## src/rtl/lifePkg.sv

```systemverilog
package lifePkg;
  typedef struct packed {
    logic clearWin;   // zero the three-row window
    logic shiftWin;   // advance the window by one row
    logic feedZero;   // shift in a dead row instead of rdData
  } winCtrl_t;
endpackage

```

## src/rtl/lifeRowLogic.sv

```systemverilog
module lifeRowLogic #(
  parameter int W = 16
) (
  input  logic [W-1:0] north,
  input  logic [W-1:0] centre,
  input  logic [W-1:0] south,
  output logic [W-1:0] nextRow
);
  logic [W-1:0] pairLo, pairHi, tripLo, tripHi;
  logic [W-1:0] tripLoL, tripLoR, tripHiL, tripHiR;
  logic [W-1:0] cnt0, cnt0Carry, cnt1, inhibit;

  always_comb begin
    // vertical pair of north and south: half adder
    pairLo = north ^ south;
    pairHi = north & south;
    // vertical triple including the centre: full adder
    tripLo = pairLo ^ centre;
    tripHi = ((north | south) & centre) | pairHi;
    // neighbouring columns; zero enters at the edges
    tripLoL = tripLo << 1;
    tripLoR = tripLo >> 1;
    tripHiL = tripHi << 1;
    tripHiR = tripHi >> 1;
    // weight-1 terms
    cnt0      = tripLoL ^ pairLo ^ tripLoR;
    cnt0Carry = (tripLoL & pairLo) | (tripLoR & (tripLoL | pairLo));
    // weight-2 terms: four inputs, keep parity and flag two or more
    cnt1    = cnt0Carry ^ pairHi ^ tripHiL ^ tripHiR;
    inhibit = (tripHiL & pairHi) | (tripHiR & cnt0Carry)
            | ((tripHiL ^ pairHi) & (tripHiR ^ cnt0Carry));
    nextRow = cnt1 & (cnt0 | centre) & ~inhibit;
  end
endmodule

```

## src/rtl/lifeDatapath.sv

```systemverilog
module lifeDatapath
  import lifePkg::*;
#(
  parameter int W = 16
) (
  input  logic         clk,
  input  logic         rstN,
  input  winCtrl_t     winCtrl,
  input  logic [W-1:0] rdData,
  output logic [W-1:0] nextRow
);
  logic [W-1:0] rowAbove, rowMid, rowBelow;

  always_ff @(posedge clk) begin
    if (!rstN || winCtrl.clearWin) begin
      rowAbove <= '0;
      rowMid   <= '0;
      rowBelow <= '0;
    end else if (winCtrl.shiftWin) begin
      rowAbove <= rowMid;
      rowMid   <= rowBelow;
      rowBelow <= winCtrl.feedZero ? '0 : rdData;
    end
  end

  lifeRowLogic #(.W(W)) row_i (
    .north  (rowAbove),
    .centre (rowMid),
    .south  (rowBelow),
    .nextRow(nextRow)
  );
endmodule

```

## src/rtl/lifeCtrl.sv

```systemverilog
module lifeCtrl
  import lifePkg::*;
#(
  parameter int MAX_ROWS = 64,
  parameter int ADDR_W   = $clog2(MAX_ROWS),
  parameter int CNT_W    = $clog2(MAX_ROWS + 1)
) (
  input  logic              clk,
  input  logic              rstN,
  input  logic              start,
  input  logic [CNT_W-1:0]  rowCount,
  output winCtrl_t          winCtrl,
  output logic [ADDR_W-1:0] rdAddr,
  output logic              outValid,
  output logic [ADDR_W-1:0] outRow,
  output logic              done
);
  typedef enum logic {IDLE, RUN} state_t;
  localparam logic [CNT_W-1:0] MAX_CNT = CNT_W'(MAX_ROWS);

  state_t           state;
  logic [CNT_W-1:0] step, rowsLat, rowsClamped;
  logic             accept, lastStep;

  always_comb begin
    if (rowCount == '0)          rowsClamped = CNT_W'(1);
    else if (rowCount > MAX_CNT) rowsClamped = MAX_CNT;
    else                         rowsClamped = rowCount;
    accept   = start && (state == IDLE);
    lastStep = (step == rowsLat);
    winCtrl.clearWin = accept;
    winCtrl.shiftWin = (state == RUN);
    winCtrl.feedZero = lastStep;
    rdAddr = step[ADDR_W-1:0];
  end

  always_ff @(posedge clk) begin
    if (!rstN) begin
      state    <= IDLE;
      step     <= '0;
      rowsLat  <= CNT_W'(1);
      outValid <= 1'b0;
      outRow   <= '0;
      done     <= 1'b0;
    end else begin
      outValid <= (state == RUN) && (step != '0);
      outRow   <= ADDR_W'(step - 1'b1);
      if (accept) begin
        state   <= RUN;
        step    <= '0;
        rowsLat <= rowsClamped;
        done    <= 1'b0;
      end else begin
        if (state == RUN) begin
          step <= step + 1'b1;
          if (lastStep) state <= IDLE;
        end
        if (outValid && (outRow == ADDR_W'(rowsLat - 1'b1))) done <= 1'b1;
      end
    end
  end
endmodule

```

## src/rtl/lifeGenTop.sv

```systemverilog
module lifeGenTop
  import lifePkg::*;
#(
  parameter int W        = 16,
  parameter int MAX_ROWS = 64
) (
  input  logic                             clk,
  input  logic                             rstN,
  input  logic                             start,
  input  logic [$clog2(MAX_ROWS + 1)-1:0]  rowCount,
  output logic [$clog2(MAX_ROWS)-1:0]      rdAddr,
  input  logic [W-1:0]                     rdData,
  output logic                             wrEn,
  output logic [$clog2(MAX_ROWS)-1:0]      wrAddr,
  output logic [W-1:0]                     wrData,
  output logic                             done
);
  localparam int ADDR_W = $clog2(MAX_ROWS);
  localparam int CNT_W  = $clog2(MAX_ROWS + 1);

  winCtrl_t winCtrl;

  lifeCtrl #(.MAX_ROWS(MAX_ROWS), .ADDR_W(ADDR_W), .CNT_W(CNT_W)) ctrl_i (
    .clk     (clk),
    .rstN    (rstN),
    .start   (start),
    .rowCount(rowCount),
    .winCtrl (winCtrl),
    .rdAddr  (rdAddr),
    .outValid(wrEn),
    .outRow  (wrAddr),
    .done    (done)
  );

  lifeDatapath #(.W(W)) dp_i (
    .clk    (clk),
    .rstN   (rstN),
    .winCtrl(winCtrl),
    .rdData (rdData),
    .nextRow(wrData)
  );
endmodule

```

## config.mk

```make
export PLATFORM = sky130hd
export DESIGN_NAME = lifeGenTop
export DESIGN_NICKNAME = d
export VERILOG_FILES = /design/src/rtl/lifePkg.sv /design/src/rtl/lifeRowLogic.sv /design/src/rtl/lifeDatapath.sv /design/src/rtl/lifeCtrl.sv /design/src/rtl/lifeGenTop.sv
export SDC_FILE = /design/constraint.sdc
export NUM_CORES = 1
export LEC_CHECK = 0
export CAP_MARGIN = 20
export CORE_MARGIN = 1.5
export CORE_UTILIZATION = 53
export DETAILED_ROUTE_END_ITERATION = 6
export PLACE_DENSITY = 0.78
export SETUP_SLACK_MARGIN = 0.3
export SYNTH_ARGS = -nofsm -noshare
export SYNTH_HDL_FRONTEND = slang
export SYNTH_SLANG_ARGS = --single-unit
```

## constraint.sdc

```tcl
create_clock -name clk -period 2.61 [get_ports clk]
set_input_delay 0.522 -clock clk [delete_from_list [all_inputs] [get_ports clk]]
set_output_delay 0.522 -clock clk [all_outputs]
set_load 0.05 [all_outputs]
```

==> impl_metrics.py <==
metrics = {
    "status": {
        "outcome": "finished, violations left",
        "failed_checks": "setup timing",
    },
    "setup_path": {
        "crit_chain": "fa_1 -> inv_2 -> ha_4 -> o22ai_4 -> ha_1 -> a211oi_2 -> o21ai_2 -> nor2_4 -> buf_12",
        "crit_slowest_cell": "fa_1",
        "path_class": "flip-flop to output port",
        "critical-path-max-stage-delay_ns": 0.56,
        "worstPathMaxFanout": 2,
        "worstPathRequired_ns": 2.09,
        "cp-start-kind": "flip-flop",
        "cp.arrival_ns": 2.52,
        "cp-end-kind": "output port",
    },
    "clocking": {
        "cts_hold_buf": 0,
        "insertion_delay_ns": 0.35,
        "cts_buffer_depth": 2,
        "cts-htree-levels": 3,
        "cts_buffers": 9,
        "cts.sinks": 71,
        "cts_root_buffer": "clkbuf_8",
        "cts_tree": "built",
        "clkTransAtPathRegs_ns": 0.08,
    },
    "routing": {
        "drt_pre_antenna_iters": 4,
        "vias": 4399,
        "drc": 0,
        "postRouteAntennaNets": 0,
        "wl_per_cell_um": 16.6,
        "wirelength_mm": 14.0,
        "via_per_inst": 5.21,
        "drt_first_iter_violations": 110,
    },
    "cells_and_area": {
        "regArea_mm2": 0.00150,
        "antenna_cells": 0,
        "layout_commonest_cell": "buf_4",
        "nFillCells": 618,
        "final_cell_mix": "buf_4, inv_1, ha_1",
        "multi_input_area_mm2": 0.00427,
        "num-nets-final": 838,
        "area_growth_pct": 43.8,
        "layout-drive-gt1-share_pct": 39.3,
    },
    "synth": {
        "async_reset_ff_share_pct": 0,
        "yosysTopAreaCellShare_pct": 26.0,
        "ys_seq_area_share_pct": 26.0,
        "avgSynthCellArea_um2": 9.43,
        "yosysWarnings": 0,
        "ys.flop_type": "dfxtp_1",
        "synth_edf_count": 0,
        "syn-cell-area_mm2": 0.00547,
        "yosys.area.top_type": "dfxtp_1",
        "synthCells": 580,
        "netlist_top_cells_area": "dfxtp_1, ha_1, fa_1, xnor2_1, mux2i_1",
        "synth_nets": 711,
        "synth.distinct_cells": 38,
        "synth_seq_cells": 71,
    },
    "sta": {
        "fin_skew_ns": 0.0111,
        "tightestPinTransition_ns": 0.507,
        "slew_headroom_pct": 66.1,
        "rsz0062_at_grt": "true",
        "timing.fmax_mhz": 329,
        "fin_crit_ns": 3.04,
        "setup-violations-final": 16,
        "tns_ns": -5.63,
        "hold_viol": 0,
        "worst_slack_ns": -0.429,
        "fin_crit_sh_pct": 116,
        "slew_violations": 0,
    },
    "grt": {
        "grt_max_degree": 34,
        "grt_pass1_wl_mm": 22.8,
        "overflow": 0,
        "track_usage_pct": 26.1,
        "antenna_found_initial": 0,
        "grt_pass1_vias": 4878,
    },
    "floorplanning": {
        "die_w_um": 105,
        "rows": 36,
        "core_area_mm2": 0.00991,
        "dieArea_mm2": 0.0109,
        "die_height_um": 105,
        "pin_count": 56,
        "start_util_pct": 55.2,
    },
    "placed_design": {
        "port_buffers": 55,
        "gp_congestion": 0.863,
        "dp_slack_ns": -0.113,
        "dpl.hpwl_mm": 9.90,
    },
    "power": {
        "power.density_mw_per_mm2": 395,
        "vdd_ir_drop_max_v": 0.000297,
        "p_leak_nw": 3.27,
    },
    "job": {
        "drv_cap": 0,
    },
    "min_path": {
        "hp-class": "flip-flop to flip-flop",
    },
}
[synth_stat cells, types with 2 or more instances]
library cell and instances:
a211oi_1 14, a21oi_1 10, a22o_1 16, and2_1 5
buf_2 9, buf_4 7, clkbuf_1 6, dfxtp_1 71
fa_1 29, ha_1 76, inv_1 84, mux2i_1 34
nand2_1 10, nand2b_1 4, nand4_1 3, nor2_1 58
nor2b_1 8, nor3_1 5, nor3b_1 7, o21ai_0 18
o22ai_1 11, or3_1 2, xnor2_1 47, xor2_1 32
[registers in the layout, indices dropped and copies added, names as in the netlist]
signal and cells:
ctrl_i.outValid 1, dp_i.rowAbove 16, ctrl_i.rowsLat 7, ctrl_i.done 1, ctrl_i.step 7, ctrl_i.outRow 6
dp_i.rowBelow 16, dp_i.rowMid 16, ctrl_i.state 1
[metrics by stage]
stage               util [%]  hold slack [ns]  instance area [um^2]  total power (W)  std cells
CTS                     77.7            0.496                  7700          0.00310        842
finish                  79.4            0.483                  7870          0.00311        845
floorplan                  -            0.464                  5830          0.00169        580
global placement        71.9            0.443                  7120          0.00191        817
global route            79.4            0.512                  7870          0.00324        845
detailed placement      71.9            0.477                  7120          0.00194        817
[critical path: cells and delay by family, from the launching register on]
| family | cells | cell delay [ns] |
|---|---|---|
| fa+ha+maj | 3 | 0.99 |
| compound gates | 3 | 0.51 |
| flops | 1 | 0.34 |
| buf+inv | 2 | 0.21 |
| simple gates | 1 | 0.13 |
[cell type report]
cell class	instances	share of cell area, %
Tap cell	133	2.12
Inverter	84	4.01
Clock inverter	6	1.46
Sequential cell	71	19.1
Multi-Input combinational cell	401	54.3
Clock buffer	10	1.75
Timing Repair Buffer	140	17.3
[final timing paths]
| path | from | to | slack (ns) | cells past startpoint |
|---|---|---|---|---|
| setup reg to reg | ctrl_i.step[0]$_SDFFE_PP0P_ | dp_i.rowBelow[7]$_SDFFE_PP0P_ | 0.87 | 6 |
| hold / removal | ctrl_i.done$_SDFFE_PP0P_ | ctrl_i.done$_SDFFE_PP0P_ | 0.48 | 2 |
| setup / recovery | dp_i.rowAbove[10]$_SDFFE_PP0P_ | wrData[11] | -0.43 | 9 |
| hold reg to reg | ctrl_i.done$_SDFFE_PP0P_ | ctrl_i.done$_SDFFE_PP0P_ | 0.48 | 2 |
[logic make-up after synthesis]
kind of cell,share of synthesized area (%)
buffers and inverters,8.23
AO/OA/AOI/OAI,9.54
multiplexers,6.22
flip-flops,26.0
XOR/XNOR,12.6
AND/OR/NAND/NOR,9.38
adder cells (fa/ha/maj),28.0
[layer usage]
layer  GRT usage (%)  up-vias  routed length, um
met4            8.61        0                413
met5               0        -                  0
met2            49.4       94               7590
met1            28.5     2134               5520
met3            5.80       39                473
li1                -     2132                  -
[power by group]
group,internal (W),total [W],switching (W)
sequential,0.00112,0.00117,0.0000493
combinational,0.000397,0.000835,0.000439
clock,0.000666,0.00111,0.000444
total,0.00218,0.00311,0.000932
[timing repair]
action                     4_1_cts  5_1_grt
resized for setup               64       27
pin swaps                       55       20
setup buffers                    9        3
setup endpoints to repair       16       20
Power figures use the tool's default switching activity.
